[config.mk]
export PLATFORM = sky130hd
export DESIGN_NAME = wdt_guard
export DESIGN_NICKNAME = d
export VERILOG_FILES = /design/src/rtl/wdt_guard_pkg.sv /design/src/rtl/wdt_cfg_lock.sv /design/src/rtl/wdt_tick_gate.sv /design/src/rtl/wdt_counter.sv /design/src/rtl/wdt_guard.sv
export SDC_FILE = /design/constraint.sdc
export NUM_CORES = 1
export LEC_CHECK = 0
export BUFFER_PORTS_ARGS = -buffer_cell sky130_fd_sc_hd__buf_2
export CORE_MARGIN = 3
export CORE_UTILIZATION = 35
export DETAILED_ROUTE_END_ITERATION = 6
export GPL_TIMING_DRIVEN = 0
export MAX_ROUTING_LAYER = met4
export PLACE_DENSITY = 0.57
export SETUP_SLACK_MARGIN = 0.3
export SLEW_MARGIN = 20
export SYNTH_ARGS = -nofsm -noshare
export SYNTH_HDL_FRONTEND = slang
export SYNTH_SLANG_ARGS = --single-unit
[constraint.sdc]
create_clock -name clk -period 5.4 [get_ports clk]
set_input_delay 0.27 -clock clk [delete_from_list [all_inputs] [get_ports clk]]
set_output_delay 0.27 -clock clk [all_outputs]
set_load 0.01 [all_outputs]
[src/rtl/wdt_guard_pkg.sv]
package wdt_guard_pkg;

  localparam int unsigned CFG_BYTE_W = 8;

  typedef struct packed {
    logic       clk_sel;  // 1: every system clock ticks, 0: slow_tick enables
    logic       stop_en;  // count while stop is high
    logic       halt_en;  // count while halt is high
    logic [1:0] tap;      // terminal count select
  } wdt_cfg_t;

  localparam wdt_cfg_t CFG_RESET = '{clk_sel: 1'b0, stop_en: 1'b1,
                                     halt_en: 1'b1, tap: 2'b01};

  // Reserved bits [7:5] are dropped here.
  function automatic wdt_cfg_t unpack_cfg(input logic [CFG_BYTE_W-1:0] b);
    wdt_cfg_t c;
    c.clk_sel = b[4];
    c.stop_en = b[3];
    c.halt_en = b[2];
    c.tap     = b[1:0];
    return c;
  endfunction

  function automatic int unsigned tap_limit(input logic [1:0] tap,
                                            input int unsigned l0,
                                            input int unsigned l1,
                                            input int unsigned l2,
                                            input int unsigned l3);
    case (tap)
      2'b00:   return l0;
      2'b01:   return l1;
      2'b10:   return l2;
      default: return l3;
    endcase
  endfunction

endpackage

[src/rtl/wdt_cfg_lock.sv]
module wdt_cfg_lock
  import wdt_guard_pkg::*;
#(
  parameter int unsigned WIN_CYCLES = 64
) (
  input  logic                  clk,
  input  logic                  rst_n,
  input  logic                  wr_en,
  input  logic [CFG_BYTE_W-1:0] wr_data,
  output wdt_cfg_t              cfg_q,
  output logic                  win_open
);
  localparam int unsigned WIN_W = $clog2(WIN_CYCLES + 1);

  logic [WIN_W-1:0] win_cnt;
  logic             wr_accept;

  assign win_open  = (win_cnt < WIN_W'(WIN_CYCLES));
  assign wr_accept = wr_en && win_open;

  always_ff @(posedge clk) begin
    if (!rst_n) begin
      win_cnt <= '0;
      cfg_q   <= CFG_RESET;
    end else begin
      if (win_open) win_cnt <= win_cnt + 1'b1;
      if (wr_accept) cfg_q <= unpack_cfg(wr_data);
    end
  end

  // once the window has closed the register never changes
  a_r4_locked_stable: assert property (@(posedge clk) disable iff (!rst_n)
    !win_open |=> $stable(cfg_q));
  // the window never reopens without a reset
  a_r4_window_stays_shut: assert property (@(posedge clk) disable iff (!rst_n)
    !win_open |=> !win_open);

endmodule

[src/rtl/wdt_tick_gate.sv]
module wdt_tick_gate
  import wdt_guard_pkg::*;
(
  input  logic     clk,
  input  logic     rst_n,
  input  wdt_cfg_t cfg,
  input  logic     slow_tick,
  input  logic     halt,
  input  logic     stop,
  output logic     tick
);
  logic src_tick;
  logic halt_block;
  logic stop_block;

  assign src_tick   = cfg.clk_sel ? 1'b1 : slow_tick;
  assign halt_block = halt && !cfg.halt_en;
  assign stop_block = stop && !cfg.stop_en;
  assign tick       = src_tick && !halt_block && !stop_block;

  // halt with counting disabled blocks every tick
  a_r8_halt_gates: assert property (@(posedge clk) disable iff (!rst_n)
    (halt && !cfg.halt_en) |-> !tick);
  // stop with counting disabled blocks every tick
  a_r9_stop_gates: assert property (@(posedge clk) disable iff (!rst_n)
    (stop && !cfg.stop_en) |-> !tick);
  // slow source selected and no strobe means no tick
  a_r3_slow_source: assert property (@(posedge clk) disable iff (!rst_n)
    (!cfg.clk_sel && !slow_tick) |-> !tick);

endmodule

[src/rtl/wdt_counter.sv]
module wdt_counter #(
  parameter int unsigned CNT_W = 12
) (
  input  logic             clk,
  input  logic             rst_n,
  input  logic             kick,
  input  logic             tick,
  input  logic [CNT_W-1:0] last_val,
  output logic             armed,
  output logic [CNT_W-1:0] cnt,
  output logic             fire_q
);
  logic hit;

  assign hit = armed && tick && (cnt == last_val);

  always_ff @(posedge clk) begin
    if (!rst_n) begin
      armed  <= 1'b0;
      cnt    <= '0;
      fire_q <= 1'b0;
    end else begin
      fire_q <= 1'b0;
      if (kick) begin
        armed <= 1'b1;
        cnt   <= '0;
      end else if (hit) begin
        armed  <= 1'b0;
        cnt    <= '0;
        fire_q <= 1'b1;
      end else if (armed && tick) begin
        cnt <= cnt + 1'b1;
      end
    end
  end

  // pulse lasts one cycle
  a_r10_single_pulse: assert property (@(posedge clk) disable iff (!rst_n)
    fire_q |=> !fire_q);
  // the pulse leaves the watchdog disarmed unless it was kicked
  a_r10_idle_after_fire: assert property (@(posedge clk) disable iff (!rst_n)
    (fire_q && !$past(kick)) |-> (!armed && cnt == '0));
  // a kick restarts the count and arms
  a_r7_kick_clears: assert property (@(posedge clk) disable iff (!rst_n)
    kick |=> (armed && cnt == '0));
  // idle without kick does not count
  a_r6_idle_holds: assert property (@(posedge clk) disable iff (!rst_n)
    (!armed && !kick) |=> (cnt == '0 && !armed));
  // no tick, no kick: count holds
  a_r8_hold_without_tick: assert property (@(posedge clk) disable iff (!rst_n)
    (!tick && !kick) |=> $stable(cnt));

endmodule

[src/rtl/wdt_guard.sv]
module wdt_guard
  import wdt_guard_pkg::*;
#(
  parameter int unsigned WIN_CYCLES = 64,
  parameter int unsigned LIM0       = 128,
  parameter int unsigned LIM1       = 256,
  parameter int unsigned LIM2       = 512,
  parameter int unsigned LIM3       = 2048
) (
  input  logic       clk,
  input  logic       rst_n,
  input  logic       cfg_wr_en,
  input  logic [7:0] cfg_wr_data,
  input  logic       slow_tick,
  input  logic       halt,
  input  logic       stop,
  input  logic       kick,
  output logic       wdt_rst
);
  localparam int unsigned CNT_W = $clog2(LIM3 + 1);

  wdt_cfg_t         cfg_q;
  logic             win_open;
  logic             tick;
  logic             armed;
  logic [CNT_W-1:0] cnt;
  logic [CNT_W-1:0] last_val;

  assign last_val = CNT_W'(tap_limit(cfg_q.tap, LIM0, LIM1, LIM2, LIM3) - 1);

  wdt_cfg_lock #(.WIN_CYCLES(WIN_CYCLES)) cfg_i (
    .clk      (clk),
    .rst_n    (rst_n),
    .wr_en    (cfg_wr_en),
    .wr_data  (cfg_wr_data),
    .cfg_q    (cfg_q),
    .win_open (win_open)
  );

  wdt_tick_gate gate_i (
    .clk       (clk),
    .rst_n     (rst_n),
    .cfg       (cfg_q),
    .slow_tick (slow_tick),
    .halt      (halt),
    .stop      (stop),
    .tick      (tick)
  );

  wdt_counter #(.CNT_W(CNT_W)) cnt_i (
    .clk      (clk),
    .rst_n    (rst_n),
    .kick     (kick),
    .tick     (tick),
    .last_val (last_val),
    .armed    (armed),
    .cnt      (cnt),
    .fire_q   (wdt_rst)
  );

  // the count never passes the selected terminal value
  a_r1_within_limit: assert property (@(posedge clk) disable iff (!rst_n)
    cnt <= last_val);
  // a write accepted while the window is open shows up in the register
  a_r4_write_lands: assert property (@(posedge clk) disable iff (!rst_n)
    (cfg_wr_en && win_open) |=> (cfg_q.tap == $past(cfg_wr_data[1:0])));

endmodule

==> reports/results.tsv, run 1 <==
metric	value	unit
tightest_slew	637	ps
fillers	352	
r2r_start	cnt_i.cnt[0]	
hold_viol	0	
fin_nets	171	
postCtsHoldBufs	0	
leakage	0.493	nW
seqCellArea	520	µm²
powerDensity	261	nW/µm²
period_share	38.1	%
power	387	µW
wl_per_cell	11.9	µm
cts-root-buf	clkbuf_8	
outcome	complete, no violations	
grt_pass1_wl	4.06	mm
cts_resized	0	
num_vias	1022	
htreeDepth	1	
worstPathMaxFanout	8	
first_pass_iters	4	
hpwl	1.77	mm
ys_ff_latch	26	
syn_area_per_cell	9.42	µm²
synth_edf_count	0	
drv_slew	0	
synth_fp_nets	154	
vias_per_cell	5.14	
synth_top_area_cell	dfxtp_1	
gr-total-overflow	0	
crit_chain	ha_1 -> nand3_1 -> or2_2 -> clkbuf_1 -> or4b_2 -> a21oi_1	
ios	16	
clock-sinks	26	
cts_tree	yes	
cts_made_buffers	3	
cts_setup_buffers	0	
insertion_delay	270	ps
setup_viol	0	
worstHoldPathCells	3	
min_period	2060	ps
cp.arrival	2260	ps
numPortBuffers	12	
antenna_found_initial	0	
multi_input_area	716	µm²
drc_errors	0	
grt_max_degree	16	
grt_util_met3	2.02	%
synth_area_leaders	dfxtp_1, xnor2_1, mux2i_1, nor2b_1, nor3_1	
cts_buffer_depth	2	
timing.critical_path.from	cnt_i.cnt[0]	
endpoint_kind	flip-flop	
routabilityCongestion	0.786	
dpl_cell_area	1410	µm²
skew	9.36	ps
drive_above_1_share	18.3	%
hold_start	cfg_wr_data[2]	
grtUsageMet2	17.9	%
die_y	66.7	µm
core_area	3440	µm²
die_area	4450	µm²
stdcell_area	1480	µm²
die_w	66.7	µm
peakVddDrop	0.000183	V
fin_tns_setup	0	ps
track_usage	12.2	%
async_reset_ff_share	0	%
synthesis.area	1290	µm²
yosysSeqAreaShare	40.3	%
worstSetupStartpointType	flip-flop	
first_global_vias	920	
holdWs	212	ps
syn_to_final_growth	14.6	%
hold_path_class	in2reg	
maxCapViolations	0	
dpl.cell_count	195	
ant_nets	0	
synthesis.instances	137	
antenna_cells	0	
use_met1	16.4	%
busiest_layer	met2	
ys.flop_type	dfxtp_1	
rows	21	
rr_worst_depth	6	
rsz0062_at_grt	false	
slew_headroom	57.5	%
synth_warnings	0	
synth_commonest_cells	dfxtp_1, nand2_1, xnor2_1	
max_clock_freq	487	MHz
worst_path_largest_cell_delay	670	ps
drt_iter0_markers	30	
start_util	37.5	%
drt_wl_total	2.37	mm
clk_pin_slew_worst_paths	90	ps
final_cells	199	
synth_top_cell_area_share	40.3	%
slowest_stage	or4b_2	
crit_required	5610	ps
critPathKind	reg2reg	
ys_types	43	
synth_most_common_cell	dfxtp_1	
power breakdown:
| group | switching (mW) | total (mW) | internal (mW) |
|---|---|---|---|
| logic | 0.0125 | 0.0250 | 0.0126 |
| clock network | 0.0611 | 0.160 | 0.0991 |
| registers | 0.00446 | 0.201 | 0.197 |
metrics by stage:
stage               setup WS (ps)  util, %
floorplan                    3510        -
global placement             3360     40.9
detailed placement           3350     40.9
CTS                          3330     43.0
global route                 3210     43.0
finish                       3340     43.0
critical path: cells and delay by family (launching register included):
family | cells | cell delay [ps]
and+or+nand+nor | 3 | 1070
AOI/OAI and AO/OA | 1 | 150
DFF | 1 | 400
adders and majority gates | 1 | 180
buffers and inverters | 1 | 200
metal layers:
| metal | part of all wire, % | routed length (µm) | vias up |
|---|---|---|---|
| li1 | - | - | 534 |
| met1 | 51 | 1200 | 471 |
| met2 | 45 | 1070 | 15 |
| met3 | 3.3 | 77 | 2 |
| met4 | 0.97 | 23 | 0 |
| met5 | 0 | 0 | - |
logic make-up after synthesis:
kind of cell,synth area share (%)
adder cells (fa/ha/maj),1.94
multiplexers,5.43
flip-flops,40.3
AO/OA/AOI/OAI,13.4
XOR/XNOR,6.79
buffers and inverters,4.17
AND/OR/NAND/NOR,27.9
path summary, 6_finish.rpt:
kind	endpoint	slack [ps]
worst max-delay path	cnt_i.cnt[10]	3340
worst max register to register	cnt_i.cnt[10]	3340
worst min-delay path	cfg_i.cfg_q[2]	210
worst min register to register	cfg_i.cfg_q[3]	480
cell usage in the layout (no fill, tap or decap), drive strengths merged, types with 2 or more instances in the layout:
cell	Yosys	final
buf	3	15
nand3	5	5
a2111oi	2	2
nor4	3	3
nand4	3	3
ha	2	2
or2	2	2
and2	4	4
nand2	10	10
mux2i	7	7
nor3	8	8
or4	2	2
nor4b	2	2
nor2	2	2
nor2b	8	8
or3	5	5
xnor2	9	9
o21ai	5	5
a21oi	3	3
a211oi	3	3
clkbuf	5	8
dfxtp	26	26
or4b	2	2
o31ai	2	2
sequential cells by signal (all words and copies together), names as in the netlist:
signal / cells
cnt_i.cnt: 12
cnt_i.fire_q: 1
cnt_i.armed: 1
cfg_i.win_cnt: 7
cfg_i.cfg_q: 5
area by class of cell:
| type | count | area share [%] |
|---|---|---|
| plain buffers | 8 | 3.38 |
| inverters | 1 | 0.254 |
| multi-input cells | 102 | 48.4 |
| flip-flops and latches | 26 | 35.2 |
| clock inverters | 1 | 2.03 |
| well taps | 46 | 3.89 |
| repair buffers | 12 | 4.06 |
| clock buffers | 3 | 2.79 |
Note: power is estimated with default switching activity, not from simulation.
==> inputs of run 2 (changes only) <==
==> constraint.sdc (replaced) <==
create_clock -name clk -period 2.1 [get_ports clk]
set_input_delay 0.105 -clock clk [delete_from_list [all_inputs] [get_ports clk]]
set_output_delay 0.105 -clock clk [all_outputs]
set_load 0.01 [all_outputs]
==> reports/results.tsv, run 2 (synthesis gave the netlist of run 1 again) <==
metric	value	unit	change
outcome	complete, no violations		
clk_pin_slew_worst_paths	90	ps	about the same
worstSetupStartpointType	flip-flop		
peakVddDrop	0.000326	V	+79%
numPortBuffers	12		unchanged
gr-total-overflow	0		unchanged
timing.critical_path.from	cnt_i.cnt[1]		
grt_pass1_wl	4.59	mm	+13%
cp-endpoint	cnt_i.cnt[8]		
critPathKind	reg2reg		
routabilityCongestion	0.782		-0.55%
fillers	343		-2.6%
drt_iter0_markers	48		+60%
hold_viol	0		unchanged
met2WireLength	1.28	mm	+20%
tightest_slew	514	ps	-123 ps
grt_max_degree	15		-1
final_common_cell	dfxtp_1		
hpwl	1.84	mm	+3.5%
stdcell_area	1600	µm²	+8.5%
rr_worst_depth	6		unchanged
holdWs	45.5	ps	-167 ps
cts_tree	yes		
regMostFlops	cnt_i.cnt		
fin_tns_setup	0	ps	unchanged
drive_above_1_share	30.4	%	+12 points
cp.arrival	1970	ps	-290 ps
track_usage	13.6	%	+1.4 points
max_clock_freq	566	MHz	+16%
powerDensity	571	nW/µm²	+120%
rows	21		unchanged
start_util	37.5	%	unchanged
skew	1.64	ps	-7.72 ps
vias_per_cell	5.22		+1.6%
min_period	1770	ps	-290 ps
slew_headroom	65.8	%	+8.2 points
cts-root-buf	clkbuf_8		
drt_wl_total	2.62	mm	+11%
rrSetupSlack	330	ps	-3010 ps
dpl_cell_area	1440	µm²	+2.0%
largest_registers	cnt_i.cnt (12), cfg_i.win_cnt (7), cfg_i.cfg_q (5)		
mostFrequentLayoutCells	dfxtp_1, buf_2, nand2_1		
utilization	46.6	%	+3.6 points
clock-sinks	26		unchanged
r2r-end	cnt_i.cnt[8]		
maxCapViolations	0		unchanged
drc_errors	0		unchanged
ant_nets	0		unchanged
antenna_found_initial	0		unchanged
wl_met1	1.24	mm	+4.0%
power	916	µW	+140%
largest_register_ffs	12		unchanged
drv_slew	0		unchanged
rsz0062_at_grt	false		
antenna_cells	0		unchanged
first_pass_iters	4		unchanged
period_share	84.1	%	+46 points
hold_path_class	in2reg		
wl_per_cell	12.7	µm	+6.6%
top_layer_used	met4		
met3_length	55	µm	-29%
worstPathMaxFanout	8		unchanged
cts_buffer_depth	2		unchanged
first_global_vias	1052		+14%
crit_required	2310	ps	-3300 ps
leakage	0.546	nW	+11%
endpoint_kind	flip-flop		
r2r_start	cnt_i.cnt[1]		
htreeDepth	1		unchanged
core_area	3440	µm²	unchanged
ios	16		unchanged
syn_to_final_growth	24.3	%	
insertion_delay	270	ps	about the same
cts_made_buffers	3		unchanged
num_vias	1080		+5.7%
fin_nets	179		+4.7%
worstHoldPathCells	3		unchanged
die_w	66.7	µm	unchanged
die_area	4450	µm²	unchanged
setup_viol	0		unchanged
die_y	66.7	µm	unchanged
run 2: cell count changes in the layout (fill, tap and decap cells not counted), moves of 2 or more:
| cell | delta |
|---|---|
| dfxtp_2 | +2 |
| or2_4 | +2 |
| dfxtp_1 | -4 |
| dfxtp_4 | +2 |
| or2_2 | -2 |
| buf_4 | +9 |
run 2: final cells by class:
| cell class | count | area (µm²) | area share, % |
|---|---|---|---|
| plain buffers | 8 | 63.8 | 3.98 |
| multi-input cells | 102 | 773 | 48.2 |
| inverters | 1 | 3.75 | 0.234 |
| well taps | 46 | 57.6 | 3.59 |
| flip-flops and latches | 26 | 531 | 33.1 |
| repair buffers | 20 | 120 | 7.49 |
| clock buffers | 4 | 55.1 | 3.43 |
run 2: worst min path at each step:
stage	slack [ps]	start	endpoint
2_1_floorplan	210	kick	cnt_i.armed
3_3_place_gp	320	cfg_wr_data[3]	cfg_i.cfg_q[3]
3_5_place_dp	330	cfg_wr_data[0]	cfg_i.cfg_q[0]
4_1_cts	40	cfg_wr_data[0]	cfg_i.cfg_q[0]
5_1_grt	80	cfg_wr_data[0]	cfg_i.cfg_q[0]
6_report	50	cfg_wr_data[0]	cfg_i.cfg_q[0]
run 2: timing repair:
| item | 4_1_cts | 5_1_grt |
|---|---|---|
| hold buffers | 0 | 0 |
| setup endpoints to repair | 11 | 11 |
| pin swaps | 4 | 4 |
| buffers inserted | 3 | 5 |
| resized for setup | 6 | 12 |
run 2: critical path, stage by stage (launching register included):
cell	delay, ps
dfxtp_4	360
ha_4	130
nand3_2	80
or2_4	240
buf_8	130
or4b_2	600
o22ai_1	140
run 2: layer usage:
layer | track usage (%) | vias to the layer above
met1 | 16.4 | 514
met3 | 2.02 | 6
met2 | 22.3 | 11
met5 | - | -
li1 | - | 549
met4 | 6.09 | 0
run 2: power by group:
group | switching [mW] | internal, mW | leakage, nW
Combinational | 0.0358 | 0.0383 | 0.304
Sequential | 0.0114 | 0.505 | 0.212
Clock | 0.158 | 0.168 | 0.0288
run 2: stage by stage:
step,instances,worst slack [ps]
6_report,207,334
5_1_grt,207,287
4_1_cts,202,306
3_5_place_dp,195,196
3_3_place_gp,195,210
2_1_floorplan,137,345
==> inputs of run 3 (changes only) <==
--- a/config.mk
+++ b/config.mk
@@ -5,13 +5,14 @@
 export SDC_FILE = /design/constraint.sdc
 export NUM_CORES = 1
 export LEC_CHECK = 0
+export ABC_AREA = 1
 export BUFFER_PORTS_ARGS = -buffer_cell sky130_fd_sc_hd__buf_2
 export CORE_MARGIN = 3
 export CORE_UTILIZATION = 35
 export DETAILED_ROUTE_END_ITERATION = 6
 export GPL_TIMING_DRIVEN = 0
 export MAX_ROUTING_LAYER = met4
-export PLACE_DENSITY = 0.57
+export PLACE_DENSITY = 0.59
 export SETUP_SLACK_MARGIN = 0.3
 export SLEW_MARGIN = 20
 export SYNTH_ARGS = -nofsm -noshare
==> constraint.sdc (replaced) <==
create_clock -name clk -period 1.52 [get_ports clk]
set_input_delay 0.076 -clock clk [delete_from_list [all_inputs] [get_ports clk]]
set_output_delay 0.076 -clock clk [all_outputs]
set_load 0.01 [all_outputs]
==> reports/results.tsv, run 3 <==
metric	value	unit	change
htreeDepth	1		unchanged
yosysSeqAreaShare	41.4	%	+1.1 points
synth_top_area_cell	dfxtp_1		
grt_max_degree	16		+1
gr-total-overflow	0		unchanged
die_area	4340	µm²	-2.4%
syn_area_per_cell	6.68	µm²	-29%
peakVddDrop	0.000402	V	+23%
outcome	complete, no violations		
synthesis.instances	188		+37%
track_usage	14.1	%	+0.55 points
wl_met1	1.37	mm	+9.8%
drv_slew	0		unchanged
num_vias	1278		+18%
cts_tree	yes		
min_period	1240	ps	-522 ps
first_global_vias	1154		+9.7%
routabilityCongestion	0.775		-0.93%
dpl.cell_count	246		+26%
maxCapViolations	0		unchanged
grt_pass1_wl	4.71	mm	+2.6%
die_y	65.9	µm	-1.2%
fin_nets	244		+36%
clk_pin_slew_worst_paths	150	ps	+60 ps
clock-sinks	26		unchanged
async_reset_ff_share	0	%	unchanged
start_util	37.1	%	-0.42 points
die_w	65.9	µm	-1.2%
final_common_cell	nand2_1		
synth_warnings	0		unchanged
ys_types	20		-53%
antenna_cells	0		unchanged
endpoint_kind	flip-flop		
stdcell_area	1740	µm²	+8.6%
fillers	331		-3.5%
cts_made_buffers	3		unchanged
numPortBuffers	12		unchanged
vias_per_cell	4.70		-9.9%
power	1.34	mW	+46%
synthesis.area	1260	µm²	-2.6%
powerDensity	770	nW/µm²	+35%
seqCellArea	552	µm²	+4.0%
antenna_found_initial	0		unchanged
insertion_delay	330	ps	+60 ps
synth_fp_nets	205		+33%
rows	21		unchanged
hpwl	1.85	mm	+0.69%
synth_most_common_cell	nand2_1		
slew_headroom	73.2	%	+7.5 points
synth_commonest_cells	nand2_1, nor2_1, dfxtp_1		
drt_iter0_markers	53		+10%
first_pass_iters	4		unchanged
multi_input_area	734	µm²	-5.0%
ios	16		unchanged
fin_tns_setup	0	ps	unchanged
worstPathMaxFanout	6		-2
skew	10.8	ps	+9.13 ps
largest_registers	cnt_i.cnt (12), cfg_i.win_cnt (7), cfg_i.cfg_q (5)		
drc_errors	0		unchanged
synth_top_cell_area_share	41.4	%	+1.1 points
final_cells	272		+31%
timing.final.ws_setup	276	ps	-58.0 ps
regMostFlops	cnt_i.cnt		
utilization	51.4	%	+4.8 points
drt_wl_total	2.90	mm	+10%
core_area	3390	µm²	-1.5%
worstSetupStartpointType	flip-flop		
leakage	0.678	nW	+24%
cts_buffer_depth	2		unchanged
rsz0062_at_grt	true		
post-place-ws	129	ps	-66.7 ps
dpl_cell_area	1380	µm²	-4.1%
crit_required	1790	ps	-520 ps
holdWs	55.4	ps	+9.87 ps
cts-root-buf	clkbuf_4		
hold_path_class	in2reg		
cp.arrival	1510	ps	-460 ps
tightest_slew	401	ps	-112 ps
hold_viol	0		unchanged
max_clock_freq	804	MHz	+42%
met2WireLength	1.44	mm	+12%
critPathKind	reg2reg		
top_layer_used	met4		
synth_area_leaders	dfxtp_1, nand2_1, nor2_1, inv_1, a21oi_1		
drive_above_1_share	35.8	%	+5.4 points
met3_length	73	µm	+33%
period_share	81.8	%	-2.3 points
ys.flop_type	dfxtp_1		
setup_viol	0		unchanged
mostFrequentLayoutCells	nand2_1, nor2_1, inv_1		
synth_edf_count	0		unchanged
syn_to_final_growth	38.6	%	
largest_register_ffs	12		unchanged
ant_nets	0		unchanged
ys_ff_latch	26		unchanged
wl_per_cell	10.7	µm	-16%
-- run 3: changes by cell type after synthesis, sizes merged, moves of 4 or more --
cell    previous run  this run
a21oi              3        13
and2               4         0
clkbuf             5         1
inv                1        23
mux2i              7         0
nand2             10        50
nand3              5        10
nor2               2        37
nor2b              8         0
o21ai              5        12
or3                5         0
xnor2              9         1
-- run 3: where the power goes --
group	switching, mW	internal (mW)	leakage (nW)
registers	0.0192	0.698	0.219
clock network	0.217	0.267	0.0279
logic	0.0734	0.0665	0.432
total	0.309	1.03	0.678
-- run 3: final timing paths --
path,start,end,slack (ps),cells past startpoint
setup / recovery,cnt_i.cnt[10],cnt_i.cnt[5],280,7
hold / removal,rst_n,cfg_i.win_cnt[6],60,3
setup reg to reg,cnt_i.cnt[10],cnt_i.cnt[5],280,7
hold reg to reg,cfg_i.win_cnt[5],cfg_i.win_cnt[5],490,2
-- run 3: critical path: stages (launching register included) --
cell and delay [ps]:
dfxtp_2 410, inv_1 80, a21oi_1 240, nor2_4 50, nand3_4 80, nand2_4 70
buf_6 140, a21oi_1 120
-- run 3: cells by family after synthesis --
group,after synthesis,synth area share (%)
fa+ha+maj,2,1.99
simple gates,105,35.3
xor+xnor,3,2.09
buf+inv,25,8.07
compound gates,27,11.2
flops,26,41.4
-- run 3: final cells by class --
cell class,count,area share [%]
timing repair buffer,34,14.0
multi-input combinational,137,42.2
inverter,23,4.96
clock inverter,1,1.72
tap,46,3.30
clock buffer,3,1.29
buffer,2,0.862
sequential,26,31.7
-- run 3: timing repair --
item	in CTS	in global routing
cloned	1	0
setup endpoints to repair	14	15
setup buffers	9	6
endpoints found under the hold margin	7	0
resized for setup	29	27
hold buffers	6	0
pin swaps	6	16
-- run 3: per-layer routing --
metal / vias to the layer above / global-route usage, %
li1: 670 / -
met1: 592 / 16.5
met2: 14 / 23.9
met3: 2 / 3.57
met4: 0 / 3.89
met5: - / -
